**src/rtl/vfc_pkg.sv**
```systemverilog
package vfc_pkg;

    typedef enum logic [1:0] {
        ST_HOLD   = 2'd0,
        ST_IDLE   = 2'd1,
        ST_ACTIVE = 2'd2
    } trk_state_e;

    // control bit positions
    localparam int CTRL_EN     = 0;
    localparam int CTRL_COMMIT = 1;
    localparam int CTRL_BYPASS = 4;
    localparam int CTRL_TPG    = 5;
    localparam int CTRL_FSRST  = 30;
    localparam int CTRL_SWRST  = 31;
    localparam logic [31:0] CTRL_MASK = 32'hC000_0033;

    // byte offsets
    localparam logic [7:0] OFF_CTRL = 8'h00;
    localparam logic [7:0] OFF_STAT = 8'h04;
    localparam logic [7:0] OFF_ERR  = 8'h08;
    localparam logic [7:0] OFF_IEN  = 8'h0C;
    localparam logic [7:0] OFF_VER  = 8'h10;
    localparam logic [7:0] OFF_FCNT = 8'h14;
    localparam logic [7:0] OFF_LCNT = 8'h18;
    localparam logic [7:0] OFF_PCNT = 8'h1C;
    localparam logic [7:0] OFF_SIZE = 8'h20;

    // status bank order (bank index -> register bit)
    localparam int STAT_N      = 3;
    localparam int SB_START    = 0;
    localparam int SB_EOF      = 1;
    localparam int SB_ERR      = 2;
    localparam int STAT_ERRBIT = 16;

    // error flag positions
    localparam int ERR_N         = 4;
    localparam int ERR_EOL_EARLY = 0;
    localparam int ERR_EOL_LATE  = 1;
    localparam int ERR_SOF_EARLY = 2;
    localparam int ERR_SOF_LATE  = 3;

endpackage

```
**src/rtl/vfc_flag_bank.sv**
```systemverilog
module vfc_flag_bank #(
    parameter int N = 4
) (
    input  logic         clk,
    input  logic         rst_n,
    input  logic         hold,
    input  logic [N-1:0] set,
    input  logic [N-1:0] clr,
    output logic [N-1:0] q
);

    for (genvar i = 0; i < N; i++) begin : g_flag
        always_ff @(posedge clk) begin
            if (!rst_n || hold) begin
                q[i] <= 1'b0;
            end else begin
                // a new event outranks a clear in the same cycle
                q[i] <= (q[i] & ~clr[i]) | set[i];
            end
        end

        a_r6_event_sets: assert property (@(posedge clk) disable iff (!rst_n)
            (set[i] && !hold) |=> q[i]);
        a_r6_sticky: assert property (@(posedge clk) disable iff (!rst_n)
            (q[i] && !clr[i] && !hold) |=> q[i]);
    end

endmodule

```
**src/rtl/vfc_tracker.sv**
```systemverilog
module vfc_tracker
    import vfc_pkg::*;
#(
    parameter int DIM_W = 13
) (
    input  logic             clk,
    input  logic             rst_n,
    input  logic             hold,
    input  logic             en,
    input  logic             fs_req,
    input  logic             pix_vld,
    input  logic             pix_sof,
    input  logic             pix_eol,
    input  logic [DIM_W-1:0] width,
    input  logic [DIM_W-1:0] height,
    output logic             ev_pixel,
    output logic             ev_start,
    output logic             ev_line_end,
    output logic             ev_frame_end,
    output logic [ERR_N-1:0] ev_err,
    output logic             fs_fire
);

    localparam logic [DIM_W-1:0] ONE     = {{(DIM_W-1){1'b0}}, 1'b1};
    localparam logic [DIM_W-1:0] DIM_MAX = '1;

    trk_state_e       state_q, state_d;
    logic [DIM_W-1:0] col_q, col_d, row_q, row_d;
    logic [DIM_W-1:0] c_eff, r_eff;
    logic             idle_fire, acc, restart, in_frame, line_px;

    // state register
    always_ff @(posedge clk) begin
        if (!rst_n) begin
            state_q <= ST_IDLE;
            col_q   <= '0;
            row_q   <= '0;
        end else begin
            state_q <= state_d;
            col_q   <= col_d;
            row_q   <= row_d;
        end
    end

    // event decode and outputs
    always_comb begin
        idle_fire    = fs_req && !hold && (state_q == ST_IDLE);
        acc          = pix_vld && en && !hold && (state_q != ST_HOLD) && !idle_fire;
        restart      = acc && pix_sof;
        c_eff        = restart ? '0 : col_q;
        r_eff        = restart ? '0 : row_q;
        in_frame     = (state_q == ST_ACTIVE) || restart;
        line_px      = acc && in_frame;

        ev_pixel     = acc;
        ev_start     = restart;
        ev_line_end  = line_px && pix_eol;
        ev_frame_end = ev_line_end && (r_eff == height - ONE);

        ev_err                = '0;
        ev_err[ERR_EOL_EARLY] = line_px && pix_eol && (c_eff < width - ONE);
        ev_err[ERR_EOL_LATE]  = line_px && !pix_eol && (c_eff == width - ONE);
        ev_err[ERR_SOF_EARLY] = acc && pix_sof && (state_q == ST_ACTIVE);
        ev_err[ERR_SOF_LATE]  = acc && !pix_sof && (state_q == ST_IDLE);

        fs_fire      = idle_fire || (fs_req && ev_frame_end);
    end

    // next state and geometry
    always_comb begin
        state_d = state_q;
        col_d   = col_q;
        row_d   = row_q;
        unique case (state_q)
            ST_HOLD:   state_d = ST_IDLE;
            ST_IDLE:   if (restart && !ev_frame_end) state_d = ST_ACTIVE;
            ST_ACTIVE: if (ev_frame_end) state_d = ST_IDLE;
            default:   state_d = ST_HOLD;
        endcase
        if (line_px) begin
            if (pix_eol) begin
                col_d = '0;
                row_d = ev_frame_end ? '0 : r_eff + ONE;
            end else begin
                col_d = (c_eff == DIM_MAX) ? c_eff : c_eff + ONE;
                row_d = r_eff;
            end
        end
        if (fs_fire) begin
            state_d = ST_IDLE;
            col_d   = '0;
            row_d   = '0;
        end
        if (hold) begin
            state_d = ST_HOLD;
            col_d   = '0;
            row_d   = '0;
        end
    end

    a_r5_hold_enters: assert property (@(posedge clk) disable iff (!rst_n)
        hold |=> (state_q == ST_HOLD));
    a_r4_fire_to_idle: assert property (@(posedge clk) disable iff (!rst_n)
        (fs_fire && !hold) |=> (state_q == ST_IDLE && col_q == '0 && row_q == '0));
    a_r7_idle_origin: assert property (@(posedge clk) disable iff (!rst_n)
        (state_q == ST_IDLE) |-> (col_q == '0 && row_q == '0));
    a_r10_disabled_frozen: assert property (@(posedge clk) disable iff (!rst_n)
        (!en && !hold && !fs_req && state_q != ST_HOLD)
            |=> ($stable(state_q) && $stable(col_q) && $stable(row_q)));

endmodule

```
**src/rtl/vfc_regs.sv**
```systemverilog
module vfc_regs
    import vfc_pkg::*;
#(
    parameter int          DIM_W   = 13,
    parameter int          CNT_W   = 32,
    parameter int          DEF_W   = 1920,
    parameter int          DEF_H   = 1080,
    parameter logic [31:0] VERSION = 32'h0301_0000
) (
    input  logic             clk,
    input  logic             rst_n,
    input  logic             wr,
    input  logic [7:0]       addr,
    input  logic [31:0]      wdata,
    output logic [31:0]      rdata,
    input  logic             ev_pixel,
    input  logic             ev_start,
    input  logic             ev_line_end,
    input  logic             ev_frame_end,
    input  logic [ERR_N-1:0] ev_err,
    input  logic             fs_fire,
    output logic [31:0]      ctrl_q,
    output logic [DIM_W-1:0] live_w,
    output logic [DIM_W-1:0] live_h,
    output logic             stream_rst,
    output logic             irq
);

    localparam logic [DIM_W-1:0] W_INIT    = DIM_W'(DEF_W);
    localparam logic [DIM_W-1:0] H_INIT    = DIM_W'(DEF_H);
    localparam logic [31:0]      STAT_MASK = 32'h0001_0003;

    logic             hold;
    logic             sel_ctrl, sel_stat, sel_err, sel_ien, sel_size;
    logic [31:0]      ien_q;
    logic [DIM_W-1:0] shd_w, shd_h;
    logic [CNT_W-1:0] fcnt, lcnt, pcnt;
    logic             fsr_q;
    logic [STAT_N-1:0] st_set, st_clr, st_q;
    logic [ERR_N-1:0]  er_clr, er_q;
    logic [31:0]      status32, size32;

    assign hold     = ctrl_q[CTRL_SWRST];
    assign sel_ctrl = wr && (addr == OFF_CTRL);
    assign sel_stat = wr && (addr == OFF_STAT);
    assign sel_err  = wr && (addr == OFF_ERR);
    assign sel_ien  = wr && (addr == OFF_IEN);
    assign sel_size = wr && (addr == OFF_SIZE);

    // control word: always writable, frame-sync request clears itself
    always_ff @(posedge clk) begin
        if (!rst_n) begin
            ctrl_q <= '0;
        end else if (sel_ctrl) begin
            ctrl_q <= wdata & CTRL_MASK;
        end else if (fs_fire) begin
            ctrl_q[CTRL_FSRST] <= 1'b0;
        end
    end

    always_ff @(posedge clk) begin
        if (!rst_n) fsr_q <= 1'b0;
        else        fsr_q <= fs_fire;
    end

    always_ff @(posedge clk) begin
        if (!rst_n || hold)  ien_q <= '0;
        else if (sel_ien)    ien_q <= wdata & STAT_MASK;
    end

    // shadow and live frame size
    always_ff @(posedge clk) begin
        if (!rst_n || hold) begin
            shd_w  <= W_INIT;
            shd_h  <= H_INIT;
            live_w <= W_INIT;
            live_h <= H_INIT;
        end else begin
            if (sel_size) begin
                shd_w <= wdata[DIM_W-1:0];
                shd_h <= wdata[16 +: DIM_W];
            end
            if (ev_frame_end && ctrl_q[CTRL_COMMIT]) begin
                live_w <= shd_w;
                live_h <= shd_h;
            end
        end
    end

    // throughput counters
    always_ff @(posedge clk) begin
        if (!rst_n || hold) begin
            fcnt <= '0;
            lcnt <= '0;
            pcnt <= '0;
        end else begin
            if (ev_frame_end) fcnt <= fcnt + 1'b1;
            if (ev_line_end)  lcnt <= lcnt + 1'b1;
            if (ev_pixel)     pcnt <= pcnt + 1'b1;
        end
    end

    // sticky flags
    always_comb begin
        st_set           = '0;
        st_set[SB_START] = ev_start;
        st_set[SB_EOF]   = ev_frame_end;
        st_set[SB_ERR]   = |ev_err;
        st_clr           = '0;
        if (sel_stat) begin
            st_clr[SB_START] = wdata[0];
            st_clr[SB_EOF]   = wdata[1];
            st_clr[SB_ERR]   = wdata[STAT_ERRBIT];
        end
        er_clr = sel_err ? wdata[ERR_N-1:0] : '0;
    end

    vfc_flag_bank #(.N(STAT_N)) u_status (
        .clk(clk), .rst_n(rst_n), .hold(hold),
        .set(st_set), .clr(st_clr), .q(st_q)
    );

    vfc_flag_bank #(.N(ERR_N)) u_error (
        .clk(clk), .rst_n(rst_n), .hold(hold),
        .set(ev_err), .clr(er_clr), .q(er_q)
    );

    // read side
    always_comb begin
        status32              = '0;
        status32[0]           = st_q[SB_START];
        status32[1]           = st_q[SB_EOF];
        status32[STAT_ERRBIT] = st_q[SB_ERR];
        size32                = '0;
        size32[DIM_W-1:0]     = shd_w;
        size32[16 +: DIM_W]   = shd_h;
        case (addr)
            OFF_CTRL: rdata = ctrl_q;
            OFF_STAT: rdata = status32;
            OFF_ERR:  rdata = 32'(er_q);
            OFF_IEN:  rdata = ien_q;
            OFF_VER:  rdata = VERSION;
            OFF_FCNT: rdata = 32'(fcnt);
            OFF_LCNT: rdata = 32'(lcnt);
            OFF_PCNT: rdata = 32'(pcnt);
            OFF_SIZE: rdata = size32;
            default:  rdata = '0;
        endcase
    end

    assign irq        = |(status32 & ien_q);
    assign stream_rst = hold || fsr_q;

    a_r3_live_on_commit: assert property (@(posedge clk) disable iff (!rst_n)
        !$stable({live_w, live_h})
            |-> ($past(ev_frame_end && ctrl_q[CTRL_COMMIT]) || $past(hold)));
    a_r4_fs_selfclear: assert property (@(posedge clk) disable iff (!rst_n)
        (fs_fire && !sel_ctrl) |=> !ctrl_q[CTRL_FSRST]);
    a_r4_pulse_follows: assert property (@(posedge clk) disable iff (!rst_n)
        fs_fire |=> stream_rst);
    a_r5_hold_clears: assert property (@(posedge clk) disable iff (!rst_n)
        hold |=> (fcnt == '0 && lcnt == '0 && pcnt == '0 && ien_q == '0));
    a_r9_pcnt_quiet: assert property (@(posedge clk) disable iff (!rst_n)
        (!hold && !ev_pixel) |=> $stable(pcnt));

endmodule

```
**src/rtl/vid_frame_ctl.sv**
```systemverilog
module vid_frame_ctl
    import vfc_pkg::*;
#(
    parameter int          DIM_W   = 13,
    parameter int          CNT_W   = 32,
    parameter int          DEF_W   = 1920,
    parameter int          DEF_H   = 1080,
    parameter logic [31:0] VERSION = 32'h0301_0000
) (
    input  logic             clk,
    input  logic             rst_n,
    input  logic             reg_wr,
    input  logic [7:0]       reg_addr,
    input  logic [31:0]      reg_wdata,
    output logic [31:0]      reg_rdata,
    input  logic             pix_vld,
    input  logic             pix_sof,
    input  logic             pix_eol,
    output logic             core_en,
    output logic             bypass_en,
    output logic             tpg_en,
    output logic             stream_rst,
    output logic [DIM_W-1:0] live_width,
    output logic [DIM_W-1:0] live_height,
    output logic             irq
);

    logic [31:0]      ctrl;
    logic             ev_pixel, ev_start, ev_line_end, ev_frame_end, fs_fire;
    logic [ERR_N-1:0] ev_err;

    vfc_tracker #(.DIM_W(DIM_W)) u_trk (
        .clk          (clk),
        .rst_n        (rst_n),
        .hold         (ctrl[CTRL_SWRST]),
        .en           (ctrl[CTRL_EN]),
        .fs_req       (ctrl[CTRL_FSRST]),
        .pix_vld      (pix_vld),
        .pix_sof      (pix_sof),
        .pix_eol      (pix_eol),
        .width        (live_width),
        .height       (live_height),
        .ev_pixel     (ev_pixel),
        .ev_start     (ev_start),
        .ev_line_end  (ev_line_end),
        .ev_frame_end (ev_frame_end),
        .ev_err       (ev_err),
        .fs_fire      (fs_fire)
    );

    vfc_regs #(
        .DIM_W(DIM_W), .CNT_W(CNT_W), .DEF_W(DEF_W), .DEF_H(DEF_H), .VERSION(VERSION)
    ) u_regs (
        .clk          (clk),
        .rst_n        (rst_n),
        .wr           (reg_wr),
        .addr         (reg_addr),
        .wdata        (reg_wdata),
        .rdata        (reg_rdata),
        .ev_pixel     (ev_pixel),
        .ev_start     (ev_start),
        .ev_line_end  (ev_line_end),
        .ev_frame_end (ev_frame_end),
        .ev_err       (ev_err),
        .fs_fire      (fs_fire),
        .ctrl_q       (ctrl),
        .live_w       (live_width),
        .live_h       (live_height),
        .stream_rst   (stream_rst),
        .irq          (irq)
    );

    assign core_en   = ctrl[CTRL_EN];
    assign bypass_en = ctrl[CTRL_BYPASS];
    assign tpg_en    = ctrl[CTRL_TPG];

endmodule

```
**config.mk**
```make
export PLATFORM = sky130hd
export DESIGN_NAME = vid_frame_ctl
export DESIGN_NICKNAME = d
export VERILOG_FILES = /design/src/rtl/vfc_pkg.sv /design/src/rtl/vfc_flag_bank.sv /design/src/rtl/vfc_tracker.sv /design/src/rtl/vfc_regs.sv /design/src/rtl/vid_frame_ctl.sv
export SDC_FILE = /design/constraint.sdc
export NUM_CORES = 1
export LEC_CHECK = 0
export BUFFER_PORTS_ARGS = -buffer_cell sky130_fd_sc_hd__buf_2
export CAP_MARGIN = 5
export CORE_MARGIN = 5
export CORE_UTILIZATION = 45
export CTS_BUF_LIST = sky130_fd_sc_hd__clkbuf_4 sky130_fd_sc_hd__clkbuf_8 sky130_fd_sc_hd__clkbuf_16
export CTS_CLUSTER_SIZE = 12
export DETAILED_ROUTE_END_ITERATION = 10
export MAX_ROUTING_LAYER = met4
export PLACE_DENSITY_LB_ADDON = 0.1
export SYNTH_ARGS = -nofsm -noshare
export SYNTH_HDL_FRONTEND = slang
export SYNTH_SLANG_ARGS = --single-unit
```
**constraint.sdc**
```tcl
create_clock -name clk -period 4 [get_ports clk]
set_input_delay 1.2 -clock clk [delete_from_list [all_inputs] [get_ports clk]]
set_output_delay 1.2 -clock clk [all_outputs]
set_load 0.01 [all_outputs]
```
# == Word level (Yosys, flattened, before mapping) ==
# Cells that the tools add are included.
# classes
n_addsub,7
order_cmp,1
eq_ne,17
muxes,16
n_bitwise,23
n_reduce_logical,43
# op_table
cell,n
$pmux 32 s9,1
$add 32x1->32 const B,3
$mux 13,6
$eq 8x5->1 const B,4
$reduce_or 32->1,1
$add 13x1->13 const B,2
$eq 13x13->1,2
$sub 13x1->13 const B,2
$logic_and 1x1->1,24
$and 17x17->17,1
$eq 8x4->1 const B,2
$eq 13x13->1 const B,1
$lt 13x13->1,1
$eq 8x3->1 const B,1
$eq 8x6->1 const B,1
$logic_not 8->1,1
$not 1->1,8
$and 1x1->1,7
$or 1x1->1,7
$logic_not 1->1,6
$pmux 2 s3,1
$logic_or 1x1->1,4
$mux 1,4
$mux 2,2
other kinds (13),15
# word_totals
register_bits,193
word_cells,129

# == Longest topological paths before layout ==
# Gate-level depths: netlist of run 1.
# logic_depth
ltp_word,16
depth_mapped,17

# == Cells and area by module ==
# Synthesis of run 1 repeated with hierarchy kept, for this count alone.
# hier_totals
hier_cells,1426
area_unflattened_um2,11287.1
# modules_own_cells
module,n_inst,cells_each,area_per_inst_um2
vfc_regs,1,1002,8125.3
vfc_tracker,1,394,2851.5
vfc_flag_bank (u_regs.u_error),1,17,198.9
vfc_flag_bank (u_regs.u_status),1,13,111.4

# == Least setup slack after synthesis of run 1 ==
# OpenSTA, ideal clock, no wires.
# synth_timing
kind,input -> output
from,in reg_addr[1]
to,out reg_rdata[1]
arrival_ns,2.933
slack_ns,-0.133
cell_stages,6
n_path_buf,1
path_cell_list,nor3_1 -> nand2b_1 -> nor4_1 -> clkbuf_1 -> a22oi_1 -> nand2_1
# synth_between
elab_chain_len,2
elab_cells_between_ends,10
# synth_rtl
item,line,rtl
from (decl),vid_frame_ctl.sv:13,"input logic [7:0] reg_addr,"
"$eq 8x6->1, or another cell as far along",vfc_regs.sv:137,case (addr)
$pmux 32 s9 (*),vfc_regs.sv:137,
to (decl),vid_frame_ctl.sv:15,"output logic [31:0] reg_rdata,"
# Every way passes the cells marked *; elsewhere a longest branch is shown, timed or not.

# == Worst setup path after layout of run 1 ==
# layout_timing
from,in reg_addr[1]
to,out reg_rdata[6]
# Same word-level chain as after synthesis.

==> flow_summary.json, run 1 <==
{
  "layout_commonest_cell": "dfxtp_1",
  "cts_buffers": 17,
  "hpwl_um": 24300,
  "syn2layout_area_growth_pct": 16.1,
  "synth-simple-area-share_pct": 27.3,
  "die_width_um": 163,
  "slowest_delay_ps": 260,
  "ys_ff_latch": 193,
  "m1WireLength_um": 14700,
  "core_mm2": 0.0233,
  "routed-wl-met2_um": 15600,
  "setup_viol_count_final": 0,
  "die_h_um": 163,
  "wl_per_cell_um": 18.9,
  "synth_top_family_by_area": "simple AND/OR/NAND/NOR gates",
  "start_kind": "primary input",
  "avgViaCountPerCell": 5.77,
  "synth_compound_area_share_pct": 15.1,
  "clk_latency_ps": 440,
  "antenna_found_initial": 2,
  "synth_xor_area_share_pct": 7.65,
  "power-per-cell-area_mw_per_mm2": 308,
  "hold_viol": 0,
  "hold_class": "reg2reg",
  "total_power_uw": 3780,
  "synth_area_per_cell_um2": 8.09,
  "critPathArrivalTime_ps": 2710,
  "path_cells": "buf_2 > nor3_2 > nand2b_1 > nor4_4 > buf_4 > buf_12 > a22oi_1 > o21ai_1 > buf_2",
  "layout-drive-gt1-share_pct": 16.1,
  "drtIter0Drc": 807,
  "drc": 0,
  "fmax_mhz": 256,
  "gr-usage-all-layers_pct": 25.0,
  "first_pass_iters": 5,
  "drv_cap": 0,
  "yosysUniqueCellTypes": 74,
  "required_ps": 2800,
  "synthCells": 1308,
  "antenna_left": 0,
  "grt_max_degree": 53,
  "path_delay_family": "buffers and inverters",
  "cp-end-kind": "output pin",
  "tritoncts": "built",
  "crit_top_cell": "buf_2",
  "post-place-ws_ps": 23.8,
  "crit_fanout": 14,
  "placed_cell_area_mm2": 0.0116,
  "final_util_pct": 52.6,
  "clockBufferDepth": 2,
  "period_needed_ps": 3910,
  "grt_overflow": 0,
  "maxUsedRoutingLayer": "met4",
  "gp_congestion": 0.875,
  "io_pins": 109,
  "yosys_warnings": 0,
  "htree_levels": 4,
  "cts_root_buffer": "clkbuf_16",
  "period_share_pct": 97.7,
  "start_util_pct": 45.4,
  "die_area_mm2": 0.0267,
  "final_net_count": 1466,
  "synth_area_mm2": 0.0106,
  "worstSetupPathType": "in2out",
  "grt_pass1_wl_um": 51200,
  "cts.sinks": 193,
  "critPathBufInv": 4,
  "seq_area_frac_synth_pct": 36.5,
  "port_buffers": 104,
  "p_leak_uw": 0.00465,
  "slew_headroom_pct": 40.9,
  "async_flop_share_pct": 0,
  "grt_pass1_vias": 9379,
  "synth_edf_count": 0,
  "run_status": "finished, final reports clean",
  "finalClockSkew_ps": 13.7,
  "vdd_drop_max_mv": 0.218,
  "placementRows": 56,
  "drv_slew": 0,
  "vias": 10000,
  "synthAdderAreaFrac_pct": 2.36,
  "wl_met3_um": 1670,
  "tightest_slew_ps": 884,
  "syn_nets": 1374,
  "synthFlopType": "dfxtp_1",
  "mostFrequentLayoutCells": "dfxtp_1 (193), nand2_1 (177), nor2_1 (130)",
  "holdWs_ps": 476,
  "fin_area_mm2": 0.0123,
  "wl_um": 32800,
  "cts_hold_buf": 0,
  "cpMaxStageDelayCell": "nor4_4",
  "worst_slack_ps": 92.9,
  "muxShareOfSynthArea_pct": 7.11,
  "clk_pin_slew_worst_paths_ps": 70
}
metrics by stage:
stage | std cells | setup TNS, ps
global route | 1734 | -6.16
detailed placement | 1697 | 0
CTS | 1729 | 0
finish | 1734 | 0
floorplan | 1308 | 0
global placement | 1697 | 0
metal layers:
| metal | vias to the layer above | GRT usage [%] |
|---|---|---|
| met5 | - | - |
| met4 | 0 | 7.70 |
| met3 | 54 | 3.51 |
| met2 | 285 | 40.3 |
| met1 | 4797 | 32.7 |
| li1 | 4871 | - |
sequential cells by signal (all words and copies together), names as in the netlist:
register           cells
u_regs.live_w         13
u_regs.fcnt           32
u_regs.u_status.q      3
u_regs.lcnt           32
u_trk.state_q          2
u_regs.pcnt           32
u_regs.ien_q           3
u_trk.col_q           13
u_regs.live_h         13
u_regs.u_error.q       4
u_regs.shd_w          13
u_regs.shd_h          13
u_trk.row_q           13
u_regs.ctrl_q          6
u_regs.fsr_q           1
layout make-up:
class                           count  area, um^2
Timing Repair Buffer              154        1010
Clock inverter                     15         165
Sequential cell                   193        3860
Antenna cell                        2        5.00
Multi-Input combinational cell   1016        6340
Tap cell                          319         399
Clock buffer                       17         425
Fill cell                        2254       11100
Inverter                           18        67.6
synthesized netlist by cell type, types with 5 or more instances:
| cell | count | area [um^2] |
|---|---|---|
| dfxtp_1 | 193 | 3860 |
| nand2_1 | 177 | 664 |
| nor2_1 | 132 | 495 |
| mux2i_1 | 74 | 741 |
| nand3_1 | 68 | 340 |
| a21oi_1 | 67 | 335 |
| clkbuf_1 | 66 | 248 |
| o21ai_0 | 49 | 245 |
| xor2_1 | 46 | 403 |
| xnor2_1 | 36 | 315 |
| and3_1 | 33 | 206 |
| nor3_1 | 31 | 155 |
| a22oi_1 | 25 | 188 |
| nand4_1 | 25 | 156 |
| or2_2 | 25 | 156 |
| and2_1 | 21 | 131 |
| ha_1 | 20 | 250 |
| inv_1 | 18 | 67.6 |
| nor4_1 | 17 | 106 |
| or3_1 | 17 | 106 |
| o41ai_1 | 15 | 131 |
| o311ai_0 | 14 | 123 |
| a31oi_1 | 11 | 68.8 |
| or4_1 | 10 | 75.1 |
| nor2b_1 | 9 | 56.3 |
| nand2b_1 | 8 | 50.1 |
| and4_1 | 7 | 61.3 |
| buf_2 | 7 | 35.0 |
| o211ai_1 | 6 | 45.0 |
| a221o_1 | 5 | 50.1 |
tightest hold or removal path, cell delays in order (launching register included):
cell and delay, ps:
dfxtp_1 320, nand2_1 50, a21oi_1 50
where the power goes:
group | internal, uW | switching (uW)
sequential | 1920 | 0.832
clock | 845 | 897
combinational | 44.5 | 78.7
total | 2810 | 976
cell families (layout without fill, tap and decap cells):
| family | Yosys count | in the layout |
|---|---|---|
| other cells | 0 | 2 |
| fa+ha+maj | 20 | 20 |
| flops | 193 | 193 |
| mux | 75 | 75 |
| xor+xnor | 86 | 86 |
| compound gates | 239 | 239 |
| buf+inv | 99 | 204 |
| simple gates | 596 | 596 |
timing repair:
item                                    CTS  global route
endpoints found under the setup margin    0            14
gates resized for setup                   0             6
setup buffers                             0             2
hold endpoints to repair                  0             0
final timing paths:
kind         slack [ps]  cells after the start                        endpoint                            from
max                  90                      9                    reg_rdata[6]                     reg_addr[1]
min                 480                      2  u_regs.u_error.q[0]$_SDFF_PP0_  u_regs.u_error.q[0]$_SDFF_PP0_
max reg2reg         450                     11     u_regs.fcnt[6]$_SDFFE_PP0N_   u_regs.live_h[0]$_SDFFE_PP0P_
min reg2reg         480                      2  u_regs.u_error.q[0]$_SDFF_PP0_  u_regs.u_error.q[0]$_SDFF_PP0_
(Power assumes the default switching activity.)
==> run 2, diff against run 1 <==
- CORE_MARGIN: 5 -> default
==> flow_summary.json, run 2 (synthesized netlist as in run 1, its figures left out) <==
{
  "hold-path-endpoint": "u_regs.u_error.q[0]$_SDFF_PP0_",
  "seq_area_mm2": 0.00386,
  "vias": 9921,
  "die_h_um": 155,
  "rrSetupSlack_ps": 270,
  "multi_input_area_mm2": 0.00634,
  "hold_viol": 0,
  "antenna_found_initial": 1,
  "port_buffers": 104,
  "final_net_count": 1466,
  "hp-start": "u_regs.u_error.q[0]$_SDFF_PP0_",
  "critPathArrivalTime_ps": 2660,
  "start_util_pct": 46.3,
  "cts_hold_buf": 0,
  "cts_buffers": 17,
  "cp-end-kind": "output pin",
  "finalSetupTns_ps": 0,
  "required_ps": 2800,
  "gp_congestion": 0.869,
  "power-per-cell-area_mw_per_mm2": 310,
  "run_status": "finished, final reports clean",
  "die_width_um": 155,
  "grt_pass1_wl_um": 51200,
  "mostFrequentLayoutCells": "dfxtp_1 (193), nand2_1 (177), nor2_1 (130)",
  "core_mm2": 0.0228,
  "clk_pin_slew_worst_paths_ps": 80,
  "io_pins": 109,
  "drc": 0,
  "worstSetupPathType": "in2out",
  "ff2ff_path_depth": 11,
  "avgViaCountPerCell": 5.74,
  "grt_pass1_vias": 9221,
  "drv_slew": 0,
  "wl_um": 32600,
  "crit_fanout": 28,
  "layout-drive-gt1-share_pct": 16.0,
  "htree_levels": 4,
  "setup_viol_count_final": 0,
  "grt_max_degree": 70,
  "period_share_pct": 96.5,
  "fmax_mhz": 259,
  "period_needed_ps": 3860,
  "fillCellCount": 2244,
  "p_leak_uw": 0.00463,
  "finalClockSkew_ps": 13.8,
  "grt_overflow": 0,
  "vdd_drop_max_mv": 0.228,
  "drv_cap": 0,
  "cts_root_buffer": "clkbuf_16",
  "rsz0062_at_grt": "false",
  "tightest_slew_ps": 808,
  "hpwl_um": 24000,
  "clk_latency_ps": 440,
  "cts.sinks": 193,
  "syn2layout_area_growth_pct": 15.5,
  "drtIter0Drc": 1050,
  "layout_commonest_cell": "dfxtp_1",
  "post_cts_buffers": 0,
  "hold_class": "reg2reg",
  "clockBufferDepth": 2,
  "antenna_left": 0,
  "first_pass_iters": 7,
  "reg.largest.list": "u_regs.fcnt (32), u_regs.lcnt (32), u_regs.pcnt (32)",
  "placementRows": 55,
  "slew_headroom_pct": 45.4,
  "reg2reg_from": "u_regs.live_h[0]$_SDFFE_PP0P_",
  "wl_per_cell_um": 18.9,
  "tritoncts": "built",
  "r2r-end": "u_regs.fcnt[9]$_SDFFE_PP0N_",
  "start_kind": "primary input",
  "gr-usage-all-layers_pct": 28.0,
  "holdWs_ps": 480,
  "worst_hold_path.num_cells": 2,
  "die_area_mm2": 0.0241
}
run 2: cell types whose count changed in the layout (fill, tap and decap cells not counted), sizes merged:
cell    previous run  this run
bufinv             0         1
clkinv             5         4
diode              2         1
clkbuf            18        17
buf              153       154
run 2: layer usage:
layer | vias to the layer above | wire length, um | track usage, %
met5 | - | 0 | -
met4 | 0 | 502 | 6.68
met3 | 28 | 1650 | 4.60
met2 | 284 | 14700 | 43.2
met1 | 4734 | 15700 | 38.1
li1 | 4875 | - | -
run 2: worst max-delay path: stages:
cell      delay [ps]
buf_2            110
nor3_2           210
nand2b_1         160
nor4_4           280
buf_12           230
a21oi_1          140
o211ai_1         140
buf_2            180
run 2: worst max-delay path by stage:
| stage | startpoint | to | slack, ps | depth (start not counted) |
|---|---|---|---|---|
| CTS | reg_addr[1] | reg_rdata[16] | 70 | 8 |
| floorplan | pix_vld | u_trk.col_q[11]$_SDFFE_PP0N_ | 5 | 14 |
| detailed placement | reg_addr[1] | reg_rdata[16] | 80 | 8 |
| finish | reg_addr[1] | reg_rdata[16] | 140 | 8 |
| global placement | reg_addr[1] | reg_rdata[16] | 80 | 8 |
| global route | reg_addr[1] | reg_rdata[16] | 20 | 8 |
run 2: report_power, final:
group          internal, uW  total [uW]  leakage, uW  switching (uW)
sequential             1920        1920      0.00155           0.795
combinational          44.3         125      0.00279            81.1
clock                   891        1740     0.000288             846
total                  2850        3780      0.00463             928
run 2: timing repair:
item / 4_1_cts / 5_1_grt
gates resized for setup: 0 / 1
endpoints found under the setup margin: 0 / 20
endpoints found under the hold margin: 0 / 0
run 2: through the flow:
| step | total power (uW) | worst slack [ps] | std cells | cell area [um^2] | util, % |
|---|---|---|---|---|---|
| floorplan | 2030 | 4.85 | 1308 | 10600 | - |
| global placement | 2090 | 76.9 | 1694 | 11600 | 50.9 |
| detailed placement | 2090 | 81.2 | 1694 | 11600 | 50.9 |
| CTS | 3810 | 74.2 | 1726 | 12200 | 53.5 |
| global route | 3900 | 21.5 | 1727 | 12200 | 53.5 |
| finish | 3780 | 140 | 1727 | 12200 | 53.5 |
run 2: final cells by class:
cell class              instances  area share, %
diodes                          1         0.0205
clock buffers                  17           3.48
clock inverters                15           1.33
inverters                      18          0.553
multi-input cells            1016           51.9
flip-flops and latches        193           31.6
well taps                     313           3.20
repair buffers                154           7.94
